`src/rtl/wiper_pkg.sv`:
```
package wiper_pkg;

  typedef enum logic [2:0] {
    S_IDLE,
    S_RX,
    S_ACK,
    S_TX,
    S_TXACK
  } bus_state_e;

  typedef enum logic [1:0] {
    PH_ADDR,
    PH_CMD,
    PH_DATA
  } phase_e;

  localparam logic [7:0] CMD_WIPER0 = 8'hA9;
  localparam logic [7:0] CMD_WIPER1 = 8'hAA;
  localparam logic [7:0] CMD_BOTH   = 8'hAF;

  // channel mask selected by a command byte, zero for unknown commands
  function automatic logic [1:0] cmd_to_mask(input logic [7:0] code);
    logic [1:0] m;
    case (code)
      CMD_WIPER0: m = 2'b01;
      CMD_WIPER1: m = 2'b10;
      CMD_BOTH:   m = 2'b11;
      default:    m = 2'b00;
    endcase
    return m;
  endfunction

endpackage

```
`src/rtl/wiper_line_sync.sv`:
```
module wiper_line_sync #(
  parameter int STAGES = 2
) (
  input  logic clk,
  input  logic rst,
  input  logic scl_i,
  input  logic sda_i,
  output logic scl_rise,
  output logic scl_fall,
  output logic start_det,
  output logic stop_det,
  output logic sda_lvl
);

  logic [STAGES-1:0] scl_q;
  logic [STAGES-1:0] sda_q;
  logic              scl_p;
  logic              sda_p;
  logic              scl_n;
  logic              sda_n;

  assign scl_n = scl_q[STAGES-1];
  assign sda_n = sda_q[STAGES-1];

  // idle bus is high on both lines
  always_ff @(posedge clk) begin
    if (rst) begin
      scl_q <= '1;
      sda_q <= '1;
      scl_p <= 1'b1;
      sda_p <= 1'b1;
    end else begin
      scl_q <= {scl_q[STAGES-2:0], scl_i};
      sda_q <= {sda_q[STAGES-2:0], sda_i};
      scl_p <= scl_n;
      sda_p <= sda_n;
    end
  end

  always_comb begin
    scl_rise  = scl_n & ~scl_p;
    scl_fall  = ~scl_n & scl_p;
    start_det = scl_n & scl_p & sda_p & ~sda_n;
    stop_det  = scl_n & scl_p & ~sda_p & sda_n;
    sda_lvl   = sda_n;
  end

endmodule

```
`src/rtl/wiper_serial_slave.sv`:
```
module wiper_serial_slave
  import wiper_pkg::*;
#(
  parameter int          POS_W       = 7,
  parameter int          MUTE        = 64,
  parameter logic [3:0]  ADDR_PREFIX = 4'b0101
) (
  input  logic             clk,
  input  logic             rst,
  input  logic [2:0]       strap_i,
  input  logic             scl_rise,
  input  logic             scl_fall,
  input  logic             start_det,
  input  logic             stop_det,
  input  logic             sda_lvl,
  input  logic [POS_W-1:0] rd_pos0,
  input  logic [POS_W-1:0] rd_pos1,
  output logic             sda_oe,
  output logic             wr_stb,
  output logic [1:0]       wr_mask,
  output logic [POS_W-1:0] wr_val
);

  localparam int         BYTE_W = 8;
  localparam logic [3:0] LAST_RX = 4'(BYTE_W);
  localparam logic [3:0] LAST_TX = 4'(BYTE_W - 1);
  localparam logic [7:0] MUTE_B  = 8'(MUTE);

  bus_state_e        state;
  phase_e            phase;
  logic [3:0]        cnt;
  logic [7:0]        shreg;
  logic [7:0]        txsh;
  logic [1:0]        cmd_mask;
  logic              is_read;
  logic              mack;

  logic              addr_hit;
  logic [POS_W-1:0]  clamped;
  logic [7:0]        tx_first;
  logic [7:0]        tx_next;

  always_comb begin
    addr_hit = (shreg[7:1] == {ADDR_PREFIX, strap_i});
    clamped  = (shreg > MUTE_B) ? POS_W'(MUTE) : shreg[POS_W-1:0];
    tx_first = 8'(rd_pos0);
    tx_next  = 8'(rd_pos1);
  end

  always_ff @(posedge clk) begin
    if (rst) begin
      state    <= S_IDLE;
      phase    <= PH_ADDR;
      cnt      <= '0;
      shreg    <= '0;
      txsh     <= '0;
      cmd_mask <= '0;
      is_read  <= 1'b0;
      mack     <= 1'b0;
      sda_oe   <= 1'b0;
      wr_stb   <= 1'b0;
      wr_mask  <= '0;
      wr_val   <= '0;
    end else begin
      wr_stb <= 1'b0;
      if (start_det) begin
        state    <= S_RX;
        phase    <= PH_ADDR;
        cnt      <= '0;
        is_read  <= 1'b0;
        cmd_mask <= '0;
        sda_oe   <= 1'b0;
      end else if (stop_det) begin
        state  <= S_IDLE;
        sda_oe <= 1'b0;
      end else begin
        case (state)
          S_RX: begin
            if (scl_rise && cnt != LAST_RX) begin
              shreg <= {shreg[6:0], sda_lvl};
              cnt   <= cnt + 4'd1;
            end else if (scl_fall && cnt == LAST_RX) begin
              cnt <= '0;
              case (phase)
                PH_ADDR: begin
                  if (addr_hit) begin
                    sda_oe  <= 1'b1;
                    state   <= S_ACK;
                    is_read <= shreg[0];
                    phase   <= PH_CMD;
                  end else begin
                    state <= S_IDLE;
                  end
                end
                PH_CMD: begin
                  sda_oe   <= 1'b1;
                  state    <= S_ACK;
                  cmd_mask <= cmd_to_mask(shreg);
                  phase    <= PH_DATA;
                end
                default: begin
                  sda_oe  <= 1'b1;
                  state   <= S_ACK;
                  phase   <= PH_CMD;
                  wr_stb  <= (cmd_mask != 2'b00);
                  wr_mask <= cmd_mask;
                  wr_val  <= clamped;
                end
              endcase
            end
          end
          S_ACK: begin
            if (scl_fall) begin
              cnt <= '0;
              if (is_read) begin
                txsh   <= tx_first;
                sda_oe <= ~tx_first[7];
                state  <= S_TX;
              end else begin
                sda_oe <= 1'b0;
                state  <= S_RX;
              end
            end
          end
          S_TX: begin
            if (scl_fall) begin
              if (cnt == LAST_TX) begin
                sda_oe <= 1'b0;
                state  <= S_TXACK;
              end else begin
                txsh   <= {txsh[6:0], 1'b0};
                sda_oe <= ~txsh[6];
                cnt    <= cnt + 4'd1;
              end
            end
          end
          S_TXACK: begin
            if (scl_rise) begin
              mack <= ~sda_lvl;
            end else if (scl_fall) begin
              cnt <= '0;
              if (mack) begin
                txsh   <= tx_next;
                sda_oe <= ~tx_next[7];
                state  <= S_TX;
              end else begin
                sda_oe <= 1'b0;
                state  <= S_IDLE;
              end
            end
          end
          default: begin
            sda_oe <= 1'b0;
          end
        endcase
      end
    end
  end

endmodule

```
`src/rtl/wiper_commit_regs.sv`:
```
module wiper_commit_regs #(
  parameter int CHANNELS = 2,
  parameter int POS_W    = 7,
  parameter int MUTE     = 64
) (
  input  logic                             clk,
  input  logic                             rst,
  input  logic                             wr_stb,
  input  logic [CHANNELS-1:0]              wr_mask,
  input  logic [POS_W-1:0]                 wr_val,
  input  logic [CHANNELS-1:0]              zc_i,
  output logic [CHANNELS-1:0][POS_W-1:0]   pos_o
);

  for (genvar c = 0; c < CHANNELS; c++) begin : g_chan
    logic [POS_W-1:0] pend;
    logic             pend_vld;

    always_ff @(posedge clk) begin
      if (rst) begin
        pend     <= POS_W'(MUTE);
        pend_vld <= 1'b0;
        pos_o[c] <= POS_W'(MUTE);
      end else begin
        if (zc_i[c] && pend_vld) begin
          pos_o[c] <= pend;
        end
        if (wr_stb && wr_mask[c]) begin
          pend     <= wr_val;
          pend_vld <= 1'b1;
        end else if (zc_i[c]) begin
          pend_vld <= 1'b0;
        end
      end
    end
  end

endmodule

```
`src/rtl/wiper_ctl_top.sv`:
```
module wiper_ctl_top #(
  parameter int         STEPS       = 64,
  parameter int         SYNC_STAGES = 2,
  parameter logic [3:0] ADDR_PREFIX = 4'b0101
) (
  input  logic       clk,
  input  logic       rst,
  input  logic       scl_i,
  input  logic       sda_i,
  output logic       sda_oe,
  input  logic [2:0] strap_i,
  input  logic [1:0] zc_i,
  output logic [6:0] wiper0_o,
  output logic [6:0] wiper1_o
);

  localparam int POS_W    = $clog2(STEPS + 1);
  localparam int MUTE     = STEPS;
  localparam int CHANNELS = 2;

  logic                           scl_rise;
  logic                           scl_fall;
  logic                           start_det;
  logic                           stop_det;
  logic                           sda_lvl;
  logic                           wr_stb;
  logic [1:0]                     wr_mask;
  logic [POS_W-1:0]               wr_val;
  logic [CHANNELS-1:0][POS_W-1:0] pos;

  wiper_line_sync #(.STAGES(SYNC_STAGES)) u_sync (
    .clk       (clk),
    .rst       (rst),
    .scl_i     (scl_i),
    .sda_i     (sda_i),
    .scl_rise  (scl_rise),
    .scl_fall  (scl_fall),
    .start_det (start_det),
    .stop_det  (stop_det),
    .sda_lvl   (sda_lvl)
  );

  wiper_serial_slave #(
    .POS_W       (POS_W),
    .MUTE        (MUTE),
    .ADDR_PREFIX (ADDR_PREFIX)
  ) u_slave (
    .clk       (clk),
    .rst       (rst),
    .strap_i   (strap_i),
    .scl_rise  (scl_rise),
    .scl_fall  (scl_fall),
    .start_det (start_det),
    .stop_det  (stop_det),
    .sda_lvl   (sda_lvl),
    .rd_pos0   (pos[0]),
    .rd_pos1   (pos[1]),
    .sda_oe    (sda_oe),
    .wr_stb    (wr_stb),
    .wr_mask   (wr_mask),
    .wr_val    (wr_val)
  );

  wiper_commit_regs #(
    .CHANNELS (CHANNELS),
    .POS_W    (POS_W),
    .MUTE     (MUTE)
  ) u_regs (
    .clk     (clk),
    .rst     (rst),
    .wr_stb  (wr_stb),
    .wr_mask (wr_mask),
    .wr_val  (wr_val),
    .zc_i    (zc_i),
    .pos_o   (pos)
  );

  assign wiper0_o = 7'(pos[0]);
  assign wiper1_o = 7'(pos[1]);

endmodule

```
`config.mk`:
```
export PLATFORM = sky130hd
export DESIGN_NAME = wiper_ctl_top
export DESIGN_NICKNAME = d
export VERILOG_FILES = /design/src/rtl/wiper_pkg.sv /design/src/rtl/wiper_line_sync.sv /design/src/rtl/wiper_serial_slave.sv /design/src/rtl/wiper_commit_regs.sv /design/src/rtl/wiper_ctl_top.sv
export SDC_FILE = /design/constraint.sdc
export NUM_CORES = 1
export LEC_CHECK = 0
export CAP_MARGIN = 30
export CORE_UTILIZATION = 53
export CTS_CLUSTER_DIAMETER = 40
export DETAILED_ROUTE_END_ITERATION = 8
export GPL_TIMING_DRIVEN = 1
export HOLD_SLACK_MARGIN = 0.02
export PLACE_DENSITY = 0.76
export RECOVER_POWER = 25
export SYNTH_ARGS = -nofsm -noshare
export SYNTH_HDL_FRONTEND = slang
export SYNTH_SLANG_ARGS = --single-unit
```
`constraint.sdc`:
```
create_clock -name clk -period 1.9 [get_ports clk]
set_input_delay 0.19 -clock clk [delete_from_list [all_inputs] [get_ports clk]]
set_output_delay 0.19 -clock clk [all_outputs]
set_load 0.005 [all_outputs]
```
==> results of run 1 <==
cell type report:
type / instances / area [sq um]
tap: 77 / 96.3
fill: 519 / 2280
sequential: 75 / 1510
multi-input combinational: 309 / 1820
timing repair buffer: 51 / 432
clock inverter: 7 / 67.6
clock buffer: 9 / 124
inverter: 6 / 22.5
power breakdown:
group	total [mW]	switching, mW	internal [mW]	leakage, nW
logic	0.102	0.0613	0.0411	0.764
registers	1.58	0.00542	1.58	0.606
clock network	1.17	0.662	0.510	0.0997
total	2.86	0.729	2.13	1.47
layer usage:
| layer | routed length (microns) | track usage | up-vias |
|---|---|---|---|
| li1 | - | - | 1567 |
| met1 | 3790 | 0.326 | 1474 |
| met2 | 3870 | 0.399 | 46 |
| met3 | 343 | 0.0626 | 7 |
| met4 | 69 | 0.0627 | 0 |
| met5 | 0 | 0 | - |
final timing paths:
kind / slack (ps) / from / cells past startpoint / endpoint
setup reg to reg: 90 / u_slave.state[2] / 6 / u_slave.cnt[3]
hold / removal: 420 / u_sync.sda_q[0] / 1 / u_sync.sda_q[1]
hold reg to reg: 420 / u_sync.sda_q[0] / 1 / u_sync.sda_q[1]
setup / recovery: 90 / u_slave.state[2] / 6 / u_slave.cnt[3]
through the flow:
| step | total power, mW | std cells | instance area [sq um] | setup WS, ps | TNS [ps] |
|---|---|---|---|---|---|
| 6_report | 2.86 | 534 | 4070 | 92.4 | 0 |
| 5_1_grt | 2.97 | 534 | 4070 | 3.74 | 0 |
| 4_1_cts | 2.88 | 531 | 4030 | 11.7 | 0 |
| 3_5_place_dp | 1.72 | 515 | 3840 | -20.8 | -66.2 |
| 3_3_place_gp | 1.72 | 515 | 3840 | 102 | 0 |
| 2_1_floorplan | 1.68 | 420 | 3470 | 173 | 0 |
synth_stat cells, types with 3 or more instances:
| cell type | count |
|---|---|
| o21ai_1 | 5 |
| o21ai_0 | 11 |
| nand2b_1 | 6 |
| nor2_1 | 35 |
| or2_2 | 6 |
| o22ai_1 | 6 |
| mux2i_1 | 11 |
| xnor2_1 | 3 |
| a211o_1 | 10 |
| clkbuf_1 | 20 |
| a21oi_1 | 45 |
| nor2b_1 | 4 |
| nand2_1 | 58 |
| and3_1 | 4 |
| nor3_1 | 6 |
| inv_1 | 6 |
| dfxtp_1 | 75 |
| nand3_1 | 36 |
| xor2_1 | 3 |
| a22oi_1 | 3 |
| nand3b_1 | 8 |
| buf_2 | 6 |
| buf_4 | 3 |
state kept, by name, indices dropped and copies added, names as in the netlist, 2 cells and up:
register                cells
u_regs.pos_o               14
u_slave.shreg               8
u_slave.txsh                7
u_slave.cnt                 4
u_slave.phase               2
u_slave.cmd_mask            2
u_regs.g_chan.pend         14
u_regs.g_chan.pend_vld      2
u_slave.wr_mask             2
u_slave.wr_val              7
u_slave.state               3
u_sync.scl_q                2
u_sync.sda_q                2
kinds of logic (layout without fill, tap and decap cells):
logic type,after synthesis,after routing,share of synthesized area
AOI/OAI and AO/OA,109,109,0.203
buffers and inverters,36,73,0.0466
adders and majority gates,2,2,0.00722
muxes,12,12,0.0350
and+or+nand+nor,180,180,0.260
DFF,75,75,0.433
xor gates and xnor gates,6,6,0.0152
timing repair:
action | CTS | global route
setup buffers | 0 | 3
endpoints found under the hold margin | 0 | 0
pin swaps | 0 | 1
setup endpoints to repair | 4 | 17
resized for setup | 1 | 10
==> impl_metrics.env, run 1 <==
export IMPL_cp_max_fo=7
export IMPL_cts_hold_repair_buffers=0
export IMPL_outcome="complete, no violations"
export IMPL_vias=3094
export IMPL_dr_pass1_iters=4
export IMPL_wl_per_cell_microns=15.1
export IMPL_crit_type="register to register"
export IMPL_yosys_area_top_type="dfxtp_1"
export IMPL_syn2layout_area_growth_pct=17.4
export IMPL_cp_end_kind="register"
export IMPL_drc=0
export IMPL_worst_path_dominant_cell_family="simple AND/OR/NAND/NOR gates"
export IMPL_cts_clk_slew_worst_paths_ps=90
export IMPL_yosys_area_top_type_share=0.433
export IMPL_cts_tree="done"
export IMPL_cpPeakStageDelay_ps=380
export IMPL_start_util=0.546
export IMPL_vias_per_cell=5.79
export IMPL_grt_pass1_vias=2926
export IMPL_dp_hpwl_microns=5800
export IMPL_p_per_area_nw_per_um2=702
export IMPL_max_slew_margin=0.334
export IMPL_ys_warn_count=0
export IMPL_path_cells="buf_4, nand3b_1, nor2_1, or3_4, or2_4, o41ai_2"
export IMPL_startpoint_type="register"
export IMPL_cts_num_sinks=75
export IMPL_synth_area_sq_um=3470
export IMPL_final_util=0.641
export IMPL_ioPinCount=24
export IMPL_ys_dominant_reg_cell="dfxtp_1"
export IMPL_die_w_microns=82.9
export IMPL_num_rows=29
export IMPL_rsz0062_at_grt="false"
export IMPL_ys_types=60
export IMPL_cts_buffer_depth=2
export IMPL_hold_path_class="register to register"
export IMPL_nets=463
export IMPL_synth_area_leaders="dfxtp_1, a21oi_1, nand2_1, nand3_1, nor2_1"
export IMPL_layout_commonest_cell="dfxtp_1"
export IMPL_cpMaxStageDelayCell="dfxtp_2"
export IMPL_p_leak_nw=1.47
export IMPL_synth_cells=420
export IMPL_path_buf_inv=1
export IMPL_synth_edf_count=0
export IMPL_place_gp_congestion=0.849
export IMPL_layout_drive_gt1_share=0.149
export IMPL_fin_crit_sh=0.951
export IMPL_grt_max_degree=27
export IMPL_hold_slack_ps=425
export IMPL_synth_seq_cells=75
export IMPL_antenna_cells=0
export IMPL_async_reset_ff_frac=0
export IMPL_setup_violations=0
export IMPL_grt_pass1_wl_microns=13800
export IMPL_htreeDepth=3
export IMPL_critical_path_required_ps=2160
export IMPL_wirelength_microns=8070
export IMPL_cts_root_buf="clkbuf_8"
export IMPL_seq_area_frac_synth=0.433
export IMPL_slew_violations=0
export IMPL_io_buffer_count=23
export IMPL_antenna_found_initial=0
export IMPL_die_h_microns=82.9
export IMPL_insertion_delay_ps=350
export IMPL_overflow=0
export IMPL_final_antenna_net_count=0
export IMPL_finalHoldViolCount=0
export IMPL_drt_iter0_drc=193
export IMPL_cts_buffers=9
export IMPL_gr_usage_all_layers=0.246
export IMPL_design_core_area_sq_um=6350
export IMPL_worstPathArrival_ps=2060
export IMPL_min_period_ps=1810
export IMPL_synth_fp_nets=431
export IMPL_clock_fmax_ghz=0.553
export IMPL_worst_slew_pin_slew_ps=999
export IMPL_maxCapViolCount=0
export IMPL_syn_area_per_cell_sq_um=8.25
export IMPL_vdd_drop_max_mv=0.738
export IMPL_fp_dieArea_sq_um=6870
export IMPL_final_cell_mix="dfxtp_1, nand2_1, a21oi_1, nand3_1, nor2_1"
export IMPL_fin_skew_ps=12.4
(Power assumes the default switching activity.)
==> run 2, diff against run 1 <==
--- a/config.mk
+++ b/config.mk
@@ -5,13 +5,10 @@
 export SDC_FILE = /design/constraint.sdc
 export NUM_CORES = 1
 export LEC_CHECK = 0
-export CAP_MARGIN = 30
-export CORE_UTILIZATION = 53
+export CORE_UTILIZATION = 30
 export CTS_CLUSTER_DIAMETER = 40
 export DETAILED_ROUTE_END_ITERATION = 8
-export GPL_TIMING_DRIVEN = 1
 export HOLD_SLACK_MARGIN = 0.02
-export PLACE_DENSITY = 0.76
 export RECOVER_POWER = 25
 export SYNTH_ARGS = -nofsm -noshare
 export SYNTH_HDL_FRONTEND = slang
==> run 2 against run 1 <==
Routed wire length up 2.9%. Cell count up 11%. Utilization down 25 points. Critical path depth up 1. Critical endpoint unchanged. Critical path type unchanged. Count of clock-buffer cells in the layout unchanged.
==> impl_metrics.env, run 2 (same netlist as run 1, synthesis figures left out) <==
export IMPL_outcome="complete, no violations"
export IMPL_gr_usage_all_layers=0.145
export IMPL_dr_pass1_iters=4
export IMPL_finalSetupTns_ps=0
export IMPL_rsz0062_at_grt="false"
export IMPL_setup_violations=0
export IMPL_p_per_area_nw_per_um2=819
export IMPL_fin_crit_sh=0.948
export IMPL_vias_per_cell=5.19
export IMPL_cts_buffer_depth=2
export IMPL_slew_violations=0
export IMPL_grt_pass1_vias=2783
export IMPL_layout_commonest_cell="dfxtp_1"
export IMPL_start_util=0.314
export IMPL_antenna_cells=0
export IMPL_die_h_microns=110
export IMPL_hold_path_class="primary input to register"
export IMPL_worstPathArrival_ps=2040
export IMPL_cts_hold_repair_buffers=0
export IMPL_clock_fmax_ghz=0.555
export IMPL_min_period_ps=1800
export IMPL_crit_type="register to register"
export IMPL_clockPowerShare=0.516
export IMPL_maxCapViolCount=0
export IMPL_reg2reg_from="u_slave.cnt[1]"
export IMPL_design_core_area_sq_um=11000
export IMPL_gr_max_usage_layer="met2"
export IMPL_startpoint_type="register"
export IMPL_netSwitchingPower_uw=811
export IMPL_fin_cells=593
export IMPL_hold_path_cell_count=3
export IMPL_wirelength_microns=8310
export IMPL_worstHoldStart="rst"
export IMPL_multi_input_area_sq_um=1830
export IMPL_htreeDepth=3
export IMPL_wl_per_cell_microns=14.0
export IMPL_place_area_sq_um=3900
export IMPL_r2r_end="u_slave.cnt[3]"
export IMPL_grt_max_degree=46
export IMPL_final_cell_mix="dfxtp_1, nand2_1, a21oi_1, nand3_1, nor2_1"
export IMPL_dp_hpwl_microns=5920
export IMPL_cts_buffers=9
export IMPL_worst_slew_pin_slew_ps=579
export IMPL_place_gp_congestion=0.840
export IMPL_vias=3075
export IMPL_cts_root_buf="clkbuf_16"
export IMPL_insertion_delay_ps=330
export IMPL_cts_num_sinks=75
export IMPL_fin_skew_ps=3.30
export IMPL_die_w_microns=110
export IMPL_overflow=0
export IMPL_fillers=1126
export IMPL_num_rows=38
export IMPL_met2_usage=0.237
export IMPL_reg2reg_slack_ps=100
export IMPL_grt_use_met3=0.0267
export IMPL_cp_max_fo=5
export IMPL_cts_tree="done"
export IMPL_drt_iter0_drc=227
export IMPL_layout_drive_gt1_share=0.135
export IMPL_min_to="u_slave.state[0]"
export IMPL_fp_dieArea_sq_um=12000
export IMPL_io_buffer_count=23
export IMPL_p_int_mw=2.68
export IMPL_grt_pass1_wl_microns=13400
export IMPL_cts_clk_slew_worst_paths_ps=60
export IMPL_final_antenna_net_count=0
export IMPL_p_leak_nw=1.51
export IMPL_nets=459
export IMPL_fin_area_sq_um=4260
export IMPL_p_comb_frac=0.030
export IMPL_antenna_found_initial=0
export IMPL_ioPinCount=24
export IMPL_met1_usage=0.186
export IMPL_syn2layout_area_growth_pct=22.9
export IMPL_max_slew_margin=0.614
export IMPL_placed_cells=574
export IMPL_drc=0
export IMPL_critical_path_required_ps=2140
export IMPL_total_power_mw=3.49
export IMPL_finalHoldViolCount=0
export IMPL_regArea_sq_um=1510
export IMPL_hold_slack_ps=383
export IMPL_biggestRegsByFlops="u_regs.g_chan.pend (14), u_regs.pos_o (14), u_slave.shreg (8)"
export IMPL_switching_share=0.232
export IMPL_seqPwrFrac=0.454
export IMPL_cp_end_kind="register"
export IMPL_vdd_drop_max_mv=0.565
export IMPL_r2r_cells=7
run 2: cell types whose count changed in the layout (fill, tap and decap cells not counted), sizes merged:
| cell | previous run | this run |
|---|---|---|
| clkbuf | 12 | 11 |
| clkinv | 2 | 1 |
| clkdlybuf4s50 | 20 | 21 |
| bufinv | 0 | 1 |
| buf | 26 | 23 |
| dlygate4sd3 | 2 | 1 |
run 2: through the flow:
step | setup WS, ps | utilization
2_1_floorplan | 173 | -
3_3_place_gp | 107 | 0.353
3_5_place_dp | 75.5 | 0.353
4_1_cts | 54.7 | 0.382
5_1_grt | 15.8 | 0.386
6_report | 99.3 | 0.386
run 2: critical path, stage by stage (launching register included):
cell	delay (ps)
dfxtp_1	410
inv_1	60
ha_1	190
nand3b_1	150
nand2_1	70
a32o_1	280
or2_4	290
o41ai_2	260
run 2: timing repair:
item | in CTS | in global routing
resized for setup | 0 | 11
setup endpoints to repair | 0 | 23
buffers inserted | 0 | 3
endpoints found under the hold margin | 0 | 0
run 2: routing by layer:
layer | vias up | share of wire
met1 | 1464 | 0.48
met2 | 48 | 0.49
met5 | - | 0
met4 | 0 | 0.014
met3 | 6 | 0.025
li1 | 1557 | -
run 2: worst max path at each step:
| stage | slack, ps | end | from |
|---|---|---|---|
| 2_1_floorplan | 170 | u_slave.cnt[3] | u_sync.scl_q[1] |
| 3_3_place_gp | 110 | u_slave.cmd_mask[0] | u_slave.state[1] |
| 3_5_place_dp | 80 | u_slave.cnt[3] | u_sync.scl_q[1] |
| 4_1_cts | 50 | u_slave.wr_val[0] | u_slave.state[1] |
| 5_1_grt | 20 | u_slave.cnt[3] | u_slave.cnt[1] |
| 6_report | 100 | u_slave.cnt[3] | u_slave.cnt[1] |
run 2: area by class of cell:
type | instances | area share
clock buffers | 9 | 0.0529
clock inverters | 7 | 0.0211
inverters | 6 | 0.00529
multi-input cells | 309 | 0.429
flip-flops and latches | 75 | 0.354
well taps | 140 | 0.0411
repair buffers | 47 | 0.0969
run 2: power by group through the flow:
stage | logic (mW) | registers (mW) | clock network [mW]
2_1_floorplan | 0.0666 | 1.62 | 0
5_1_grt | 0.112 | 1.58 | 1.90
4_1_cts | 0.104 | 1.58 | 1.83
3_5_place_dp | 0.104 | 1.62 | 0
3_3_place_gp | 0.102 | 1.62 | 0
6_report | 0.103 | 1.58 | 1.80
